--- config.mk ---
export PLATFORM = sky130hd
export DESIGN_NAME = recip_special_front
export DESIGN_NICKNAME = d
export VERILOG_FILES = /design/src/rtl/recip_special_front.sv
export SDC_FILE = /design/constraint.sdc
export NUM_CORES = 1
export LEC_CHECK = 0
export ABC_AREA = 1
export BUFFER_PORTS_ARGS = -buffer_cell sky130_fd_sc_hd__clkbuf_2
export CORE_MARGIN = 2
export CORE_UTILIZATION = 32
export DETAILED_ROUTE_END_ITERATION = 16
export HOLD_SLACK_MARGIN = 0.06
export SLEW_MARGIN = 20
export SYNTH_ARGS = -nofsm -noshare
export SYNTH_HDL_FRONTEND = slang
export SYNTH_SLANG_ARGS = --single-unit
--- constraint.sdc ---
create_clock -name clk -period 1.75 [get_ports clk]
set_input_delay 0 -clock clk [delete_from_list [all_inputs] [get_ports clk]]
set_output_delay 0 -clock clk [all_outputs]
set_load 0.01 [all_outputs]
--- src/rtl/recip_special_front.sv ---
module recip_special_front (
  input  logic        clk,
  input  logic        rst_n,
  input  logic        in_valid,
  input  logic [31:0] in_num,
  input  logic [31:0] in_den,
  output logic        out_valid,
  output logic [31:0] out_result,
  output logic        out_pred,
  output logic [5:1]  out_flags
);

  localparam logic [31:0] ALL_ONES = 32'hFFFF_FFFF;
  localparam logic [31:0] ONE_F    = 32'h3F80_0000;

  wire n_emax = &in_num[30:23];
  wire d_emax = &in_den[30:23];
  wire n_mz   = in_num[22:0] == 23'd0;
  wire d_mz   = in_den[22:0] == 23'd0;

  wire n_nan  = n_emax & ~n_mz;
  wire d_nan  = d_emax & ~d_mz;
  wire n_snan = n_nan & ~in_num[22];
  wire d_snan = d_nan & ~in_den[22];
  wire n_inf  = n_emax & n_mz;
  wire d_inf  = d_emax & d_mz;
  wire n_zero = in_num[30:0] == 31'd0;
  wire d_zero = in_den[30:0] == 31'd0;

  logic [31:0] res_c;
  logic        pred_c;
  logic        inv_c;
  logic        dbz_c;

  always_comb begin
    res_c  = ONE_F;
    pred_c = 1'b0;
    inv_c  = 1'b0;
    dbz_c  = 1'b0;
    if (n_nan | d_nan) begin
      res_c = ALL_ONES;
      inv_c = n_snan | d_snan;
    end else if (d_zero) begin
      if (n_zero) begin
        res_c = ALL_ONES;
        inv_c = 1'b1;
      end else begin
        dbz_c = ~n_inf;
      end
    end else if (n_inf & d_inf) begin
      res_c = ALL_ONES;
      inv_c = 1'b1;
    end else if (!(n_zero | n_inf | d_inf)) begin
      res_c  = in_den;
      pred_c = 1'b1;
    end
  end

  always_ff @(posedge clk) begin
    if (!rst_n) begin
      out_valid  <= 1'b0;
      out_result <= '0;
      out_pred   <= 1'b0;
      out_flags  <= '0;
    end else begin
      out_valid <= in_valid;
      if (in_valid) begin
        out_result <= res_c;
        out_pred   <= pred_c;
        out_flags  <= {3'b000, dbz_c, inv_c};
      end
    end
  end

endmodule


* After elaboration in Yosys (flattened, before gate mapping) *
Cells that the tools add are included.
W data, S select, Z words.

storage, ports and cells
  register bits = 36
  word-level logic and storage cells = 42
  output and inout bits = 39
  bits of input ports = 67

cells by class
  mux-type cells = 16
  reduce and logical (&&, ||, !) cells = 6
  bitwise operators = 16

operator list
  kind               number
  $mux W32           5
  $logic_not A31 Y1  2
  $logic_not A23 Y1  2
  $reduce_and A8 Y1  2
  $mux W1            11
  $and A1 B1 Y1      7
  $not A1 Y1         5
  $or A1 B1 Y1       4

* Logic depth before layout (Yosys ltp) *
Gate-level depths: netlist of the first run.

  depth in word-level cells = 8
  mapped depth = 10
  gate-level depth less buffers = 10

* Worst setup path before layout of the first run *
Ideal clock, no wire load.

  path type = input -> register
  start point = input in_num[15]
  end point = register out_result[10]
  slack = 653 ps
  stages = 9
  library setup time = 122 ps
  required time = 1628 ps
  path buffers = 1
  arrival time = 976 ps
  path through = nor2_1 -> nand2_1 -> nor2_1 -> nand3_2 -> nand2_1 -> nand3_4 -> nor2_8 -> buf_12 -> a21oi_2

on the way
  cells in the longest elaborated chain, start to end = 8
  elaborated cells between the ends (all ways) = 14
  those cells by class = mux: 5; bitwise: 7; reduce/logical: 2

RTL lines
  item                        line  source
  from (decl)                 5     input logic [31:0] in_num,
  $logic_not A23 Y1           18    wire n_mz = in_num[22:0] == 23'd0;
  $and A1 B1 Y1               25    wire n_inf = n_emax & n_mz;
  $or A1 B1 Y1 (2 in series)  53    end else if (!(n_zero | n_inf | d_inf)) begin
  $mux W32                    53
  $mux W32                    50    end else if (n_inf & d_inf) begin
  $mux W32                    43    end else if (d_zero) begin
  $mux W32 (*)                40    if (n_nan | d_nan) begin
  to (signal assigned)        68    out_result <= res_c;
  to (decl)                   8     output logic [31:0] out_result,

Mark *: on every way between the ends. The rest lies on a longest branch, timed or not.
A chain may end at the register's enable or synchronous reset.

* Final worst setup path of the first run *
  start point = input in_den[8]
  end point = register out_result[9]

on the way
  cells in the longest elaborated chain, start to end = 7
  elaborated cells between the ends (all ways) = 12
  those cells by class = mux: 4; bitwise: 6; reduce/logical: 2

RTL lines
  item               line  source
  from (decl)        6     input logic [31:0] in_den,
  $logic_not A23 Y1  19    wire d_mz = in_den[22:0] == 23'd0;
  $and A1 B1 Y1      26    wire d_inf = d_emax & d_mz;
  $or A1 B1 Y1       53
  $mux W32           53
  $mux W32           50
  $mux W32           43
  $mux W32 (*)       40

Marks and branches as above.

==> metrics.md, run 1 <==
| Metric | Value |
|---|---|
| Fraction of final layout cells sized beyond drive strength 1 | 39.4% |
| Largest net degree at the start of global routing | 36 |
| Post-layout minimum cycle time | 1700 ps |
| Async set or reset register ratio after synthesis | 0% |
| Status | finished clean |
| Seq/Total Area, Yosys | 38.0% |
| Initial antenna violation count | 0 |
| Dominant cells by area after synthesis | dfxtp_1 38%, nor2_1 9.5%, a21oi_2 9.2% |
| Total number of yosys warnings | 0 |
| Worst vdd ir | 0.325 mV |
| Max Clock Skew | 0 ps |
| Worst path required time | 1920 ps |
| Synth top area share | 38.0% |
| Layout area overhead | 56.7% |
| Total power | 1.88 mW |
| Fmax | 589 MHz |
| Final ANT Viol Nets | 0 |
| Seq cells post-synth | 36 |
| Cell Area, Synth | 1900 um^2 |
| Setup crit end kind | register |
| # H-tree levels | 2 |
| Final Hold Vio Count | 0 |
| Max Cap Viol | 0 |
| Setup WS post-layout | 50.8 ps |
| Crit path launch type | primary input |
| Top cells by count, synth | 48 x nor2_1, 36 x dfxtp_1, 34 x o21ai_0 |
| Avg Cell Area, Syn | 7.32 um^2 |
| Total gr overflow | 0 |
| Actual slew at the worst max-slew pin | 636 ps |
| First-pass GRT wire length | 9000 um |
| Crit Path Class | primary input to register |
| Leakage | 1.41 nW |
| Initial Util | 32.6% |
| Vias in the first global route | 2090 |
| Dpl cells | 426 |
| Clock root buffer master | clkbuf_8 |
| Die area | 6560 um^2 |
| Antenna cells | 0 |
| Final Cycle Share | 97.1% |
| Die Height | 81.0 um |
| TritonCTS clock tree | built |
| Clock buffer depth | 2 |
| Mapped Cells | 259 |
| EDFF count, synth | 0 |
| Residual DRC | 0 |
| GPL Wtd Cong | 0.760 |
| WL final | 5890 um |
| First-iteration detailed-routing DRC count | 87 |
| Fin Setup TNS | 0 ps |
| Overall Global Routing Usage | 17.6% |
| Number of nets in the layout | 460 |
| Slew headroom | 57.6% |
| Final max-slew violation count | 0 |
| Worst hold path cell count | 6 |
| Worst EP arrival | 1860 ps |
| Fin cells | 468 |
| TritonCTS buffer count | 5 |
| Core area | 5820 um^2 |
| CP max FO | 7 |
| Final core occ | 51.1% |
| Area leader, netlist | dfxtp_1 |
| Count leader, synth | nor2_1 |
| Final setup viols | 0 |
| WL/cell | 12.6 um |
| Pwr per Cell Area | 631 nW/um^2 |
| Drt pass-1 iters | 4 |
| Cells on worst reg2reg path | 2 |
| Worst hold path class | primary input to register |
| Core Rows | 28 |
| # clock sinks | 36 |
| Die Width | 81.0 um |
| Clk_lat worst skew | 280 ps |
| IO Count | 106 |
| Buffers on Ports | 101 |
| Worst slack at placement | 267 ps |
| DP HPWL | 3820 um |
| Cell variety after synth | 24 |
| Vias | 2174 |
| Vias per cell | 4.65 |
| Primary FF master, synth | dfxtp_1 |
| Clk pin slew, worst setup/hold paths | 70 ps |
## worst max-delay path, stage by stage
cell           delay (ps)
dlygate4sd3_1         540
clkbuf_2              110
nor2_1                 90
nand2_1                70
nor2_2                210
nand3_4               120
nor2_4                210
clkinvlp_4            130
buf_4                 170
nand3_1               130
a21oi_4                70
## flip-flops by register name (all words and copies together) (netlist names)
signal / flops
out_flags: 2
out_pred: 1
out_result: 32
out_valid: 1
## cell usage in the layout, fill, tap and decap left out, drive strengths merged
cell type / n
a21oi: 32
buf: 10
clkbuf: 103
clkinv: 1
clkinvlp: 2
conb: 3
dfxtp: 36
dlygate4sd3: 32
inv: 20
nand2: 24
nand2b: 1
nand3: 31
nand4: 8
nor2: 54
nor3: 1
o21ai: 35
## layer usage
metal	vias up	wire length (um)	track usage, %	share of wire (%)
met5	-	0	0	0
met4	0	63	5.76	1.1
met3	6	321	4.22	5.4
met2	57	2980	32.1	51
met1	987	2520	19.9	43
li1	1124	-	-	-
## cell type report
class	instances	area [um^2]
Clock buffer	6	72.6
Clock inverter	1	5.00
Fill cell	587	2840
Inverter	21	82.6
Multi-Input combinational cell	189	1060
Sequential cell	36	721
Tap cell	75	93.8
Timing Repair Buffer	139	930
Timing Repair inverter	1	7.51
## through the flow
step / hold slack, ps / area (um^2)
detailed placement: 271 / 2440
global route: 172 / 2970
floorplan: 138 / 1900
CTS: 134 / 2840
finish: 132 / 2970
global placement: 272 / 2440
## worst paths after layout
| path | start | slack [ps] | to |
|---|---|---|---|
| setup / recovery | in_den[8] | 50 | out_result[9] |
| hold / removal | in_num[22] | 130 | out_flags[1] |
| setup reg to reg | out_result[9] | 940 | out_result[9] |
| hold reg to reg | out_result[30] | 530 | out_result[30] |
## what timing repair did
| action | CTS | global route |
|---|---|---|
| gates resized for setup | 0 | 17 |
| setup endpoints to repair | 0 | 25 |
| hold endpoints to repair | 32 | 0 |
| buffers inserted | 0 | 5 |
| hold buffers | 32 | 0 |
## power breakdown
part	leakage (nW)	total (mW)	internal (mW)	switching [mW]
clock network	0.0410	0.558	0.271	0.288
registers	0.299	0.901	0.875	0.0266
logic	1.07	0.416	0.205	0.211
total	1.41	1.88	1.35	0.525
## cells by family after synthesis
logic type / count (synthesis) / share of synthesized area [%]
DFF: 36 / 38.0
AOI/OAI and AO/OA: 67 / 21.8
buffers and inverters: 37 / 9.96
and+or+nand+nor: 118 / 30.0
other: 1 / 0.198
(Power assumes the default switching activity.)
==> run 2: changes to the inputs <==
--- a/config.mk
+++ b/config.mk
@@ -5,7 +5,7 @@
 export SDC_FILE = /design/constraint.sdc
 export NUM_CORES = 1
 export LEC_CHECK = 0
-export ABC_AREA = 1
+export ABC_AREA = 0
 export BUFFER_PORTS_ARGS = -buffer_cell sky130_fd_sc_hd__clkbuf_2
 export CORE_MARGIN = 2
 export CORE_UTILIZATION = 32
==> metrics.md, run 2 <==
| Metric | Value |
|---|---|
| Status | finished clean |
| Core Rows | 26 (-7.1%) |
| Synth top area share | 41.2% (+3.2 points) |
| Slowest stage delay, CP | 430 ps (-110 ps) |
| Fmax | 632 MHz (+7.4%) |
| WL/cell | 14.6 um (+16%) |
| Residual DRC | 0 (unchanged) |
| Part of the power in registers | 50.4% (+2.3 points) |
| Slew headroom | 49.3% (-8.2 points) |
| Max Clock Skew | 0 ps (unchanged) |
| Final max-slew violation count | 0 (unchanged) |
| Top cells by count, synth | 36 x dfxtp_1, 28 x o221a_2, 25 x nor3b_1 |
| Clock root buffer master | clkbuf_8 |
| First-pass GRT wire length | 8350 um (-7.3%) |
| Mapped Cells | 164 (-37%) |
| CP max FO | 25 (+18) |
| Commonest non-fill, non-tap cells in the layout | 101 x clkbuf_2, 36 x dfxtp_1, 28 x o221a_2, 25 x nor3b_1, 14 x buf_4 |
| Fin Setup TNS | 0 ps (unchanged) |
| Sw Ratio | 25.9% (-2.1 points) |
| Setup crit end kind | register |
| Total gr overflow | 0 (unchanged) |
| Initial antenna violation count | 0 (unchanged) |
| Synth Area in XOR/XNOR | 0% (unchanged) |
| Vias in the first global route | 1764 (-16%) |
| Internal power | 1.33 mW (-1.4%) |
| Worst hold path cell count | 5 (-1) |
| Footprint of the multi-input gates | 942 um^2 (-11%) |
| Die Width | 77.9 um (-3.8%) |
| Actual slew at the worst max-slew pin | 760 ps (+124 ps) |
| Layout area overhead | 46.3% |
| Fillers | 508 (-13%) |
| Clock buffer depth | 2 (unchanged) |
| Clk pin slew, worst setup/hold paths | 70 ps (about the same) |
| First-iteration detailed-routing DRC count | 64 (-26%) |
| Area leader, netlist | dfxtp_1 |
| Cell variety after synth | 33 (+38%) |
| Die area | 6070 um^2 (-7.4%) |
| Largest net degree at the start of global routing | 38 (+5.6%) |
| Final core occ | 49.2% (-2.0 points) |
| Avg Cell Area, Syn | 10.7 um^2 (+46%) |
| Worst vdd ir | 0.331 mV (+1.9%) |
| Pwr per Cell Area | 702 nW/um^2 (+11%) |
| Post-layout minimum cycle time | 1580 ps (-117 ps) |
| Clock network power share | 30.7% (+0.9 points) |
| Max reg flops | 32 (unchanged) |
| Simple-gate share of the synthesized area | 26.8% (-3.3 points) |
| Vias per cell | 5.18 (+11%) |
| Max Cap Viol | 0 (unchanged) |
| WL final | 5140 um (-13%) |
| Cell Area, Synth | 1750 um^2 (-7.8%) |
| Total power | 1.80 mW (-4.2%) |
| Hold path start | in_num[29] |
| EDFF count, synth | 0 (unchanged) |
| Count leader, synth | dfxtp_1 |
| Worst EP arrival | 1810 ps (-50 ps) |
| Net Sw Power | 0.466 mW (-11%) |
| IO Count | 106 (unchanged) |
| TritonCTS buffer count | 5 (unchanged) |
| # H-tree levels | 2 (unchanged) |
| Reg2Reg Setup Slack | 1020 ps (+80 ps) |
| Overall Global Routing Usage | 17.0% (-0.59 points) |
| Async set or reset register ratio after synthesis | 0% (unchanged) |
| Crit Path Class | primary input to register |
| Final setup viols | 0 (unchanged) |
| Final Hold Vio Count | 0 (unchanged) |
| Dpl cells | 335 (-21%) |
| Register area | 721 um^2 (unchanged) |
| Top cell family by delay on the critical path | simple AND/OR/NAND/NOR gates |
| Terminus of the critical flop-to-flop path | out_flags[2] |
| Antenna cells | 0 (unchanged) |
| Dominant cells by area after synthesis | dfxtp_1 41%, o221a_2 18%, nor3b_1 11% |
| Sum of buffers and inverters on the critical path | 3 (-1) |
| Post-DP Area | 2390 um^2 (-2.0%) |
| Slowest-stage cell, CP | or3_4 |
| Cells on worst reg2reg path | 2 (unchanged) |
| Number of nets in the layout | 348 (-24%) |
| Worst hold path class | primary input to register |
| Buffers on Ports | 101 (unchanged) |
| CP Cell Sequence | clkbuf_2, nor4_1, buf_4, nand4_1, or3_4, o2111ai_4, buf_12, o221a_2 |
| Finished Cell Area | 2560 um^2 (-14%) |
| Crit path launch type | primary input |
| DP HPWL | 3670 um (-3.7%) |
| Fraction of final layout cells sized beyond drive strength 1 | 57.3% (+18 points) |
| Worst slack at placement | -151 ps (-417 ps) |
| Total number of yosys warnings | 0 (unchanged) |
| Min Hold Slack | 168 ps (+35.9 ps) |
| Worst r2r src | out_flags[2] |
| Seq cells post-synth | 36 (unchanged) |
| Commonest non-fill, non-tap cell in the layout | clkbuf_2 |
| Primary FF master, synth | dfxtp_1 |
| Worst path required time | 1970 ps (+50 ps) |
| Multiplexer share of the synthesized area | 0% (unchanged) |
| Clk_lat worst skew | 280 ps (about the same) |
| Seq/Total Area, Yosys | 41.2% (+3.2 points) |
| # clock sinks | 36 (unchanged) |
| Setup WS post-layout | 168 ps (+117 ps) |
| Synth Area in Compound Gates | 26.5% (+4.6 points) |
| Die Height | 77.9 um (-3.8%) |
| Combinational Power Share | 19.0% (-3.2 points) |
| Synth Area in Adders | 0% (unchanged) |
| Drt pass-1 iters | 4 (unchanged) |
| Largest registers | out_result (32), out_flags (2) |
| Core area | 5200 um^2 (-10%) |
| Biggest register | out_result |
| Largest family of logic cells by synthesized area | simple AND/OR/NAND/NOR gates |
| Leakage | 1.15 nW (-18%) |
| Final ANT Viol Nets | 0 (unchanged) |
| Fin cells | 351 (-25%) |
| Final Cycle Share | 90.4% (-6.7 points) |
| Vias | 1818 (-16%) |
| RSZ-0062 raised after global routing | no |
| TritonCTS clock tree | built |
| GPL Wtd Cong | 0.694 (-8.7%) |
| Initial Util | 33.6% (+0.99 points) |
| Hold Path End | out_flags[1] |
-- run 2: changes by cell type in the layout (fill, tap and decap cells not counted), moves of 12 or more --
| cell | before | now |
|---|---|---|
| a21oi_1 | 12 | 0 |
| dlygate4sd3_1 | 32 | 8 |
| nor2_1 | 42 | 5 |
| o221a_2 | 0 | 28 |
| nor3b_1 | 0 | 25 |
| a21oi_2 | 19 | 0 |
| nand3_1 | 28 | 0 |
| inv_1 | 20 | 0 |
| o21ai_0 | 34 | 3 |
| nand2_1 | 20 | 4 |
-- run 2: timing repair --
item | 4_1_cts | 5_1_grt
hold endpoints to repair | 8 | 0
endpoints found under the setup margin | 0 | 5
hold buffers | 8 | 0
setup buffers | 0 | 1
resized for setup | 0 | 0
-- run 2: per-layer routing --
| layer | GRT usage (%) | up-vias | part of all wire [%] |
|---|---|---|---|
| met1 | 22.6 | 838 | 46 |
| li1 | - | 908 | - |
| met5 | 0 | - | 0 |
| met3 | 4.07 | 7 | 6.7 |
| met4 | 4.74 | 0 | 1.1 |
| met2 | 27.3 | 65 | 46 |
-- run 2: worst max path at each step --
stage / end / cells past startpoint / slack (ps) / from
after floorplan: out_result[10] / 6 / 200 / in_num[29]
after global placement: out_result[25] / 8 / -180 / in_den[11]
after detailed placement: out_result[27] / 8 / -150 / in_den[11]
after CTS: out_result[27] / 8 / 130 / in_den[11]
after global routing: out_result[12] / 8 / 30 / in_den[11]
final: out_result[17] / 8 / 170 / in_den[11]
-- run 2: tightest hold or removal path, cell delays in order --
cell and delay (ps):
clkbuf_2 90, nand4_1 80, nor2_1 90, nand4_1 70
a31oi_1 60
-- run 2: kinds of logic (layout without fill, tap and decap cells) --
| family | after synthesis | after routing |
|---|---|---|
| AO/OA/AOI/OAI | 42 | 42 |
| buffers and inverters | 17 | 132 |
| flip-flops | 36 | 36 |
| other | 1 | 3 |
| AND/OR/NAND/NOR | 68 | 68 |
-- run 2: area by class of cell --
class / count / area share (%)
flip-flops and latches: 36 / 28.2
clock buffers: 6 / 2.84
repair buffers: 125 / 28.6
multi-input cells: 113 / 36.8
well taps: 70 / 3.42
clock inverters: 1 / 0.196
-- run 2: power by group through the flow --
stage          Clock [mW]  Sequential, mW  Combinational [mW]
6_report            0.551           0.905               0.341
3_3_place_gp            0           0.923               0.323
2_1_floorplan           0           0.946               0.135
3_5_place_dp            0           0.922               0.327
5_1_grt             0.600           0.912               0.372
4_1_cts             0.574           0.905               0.341
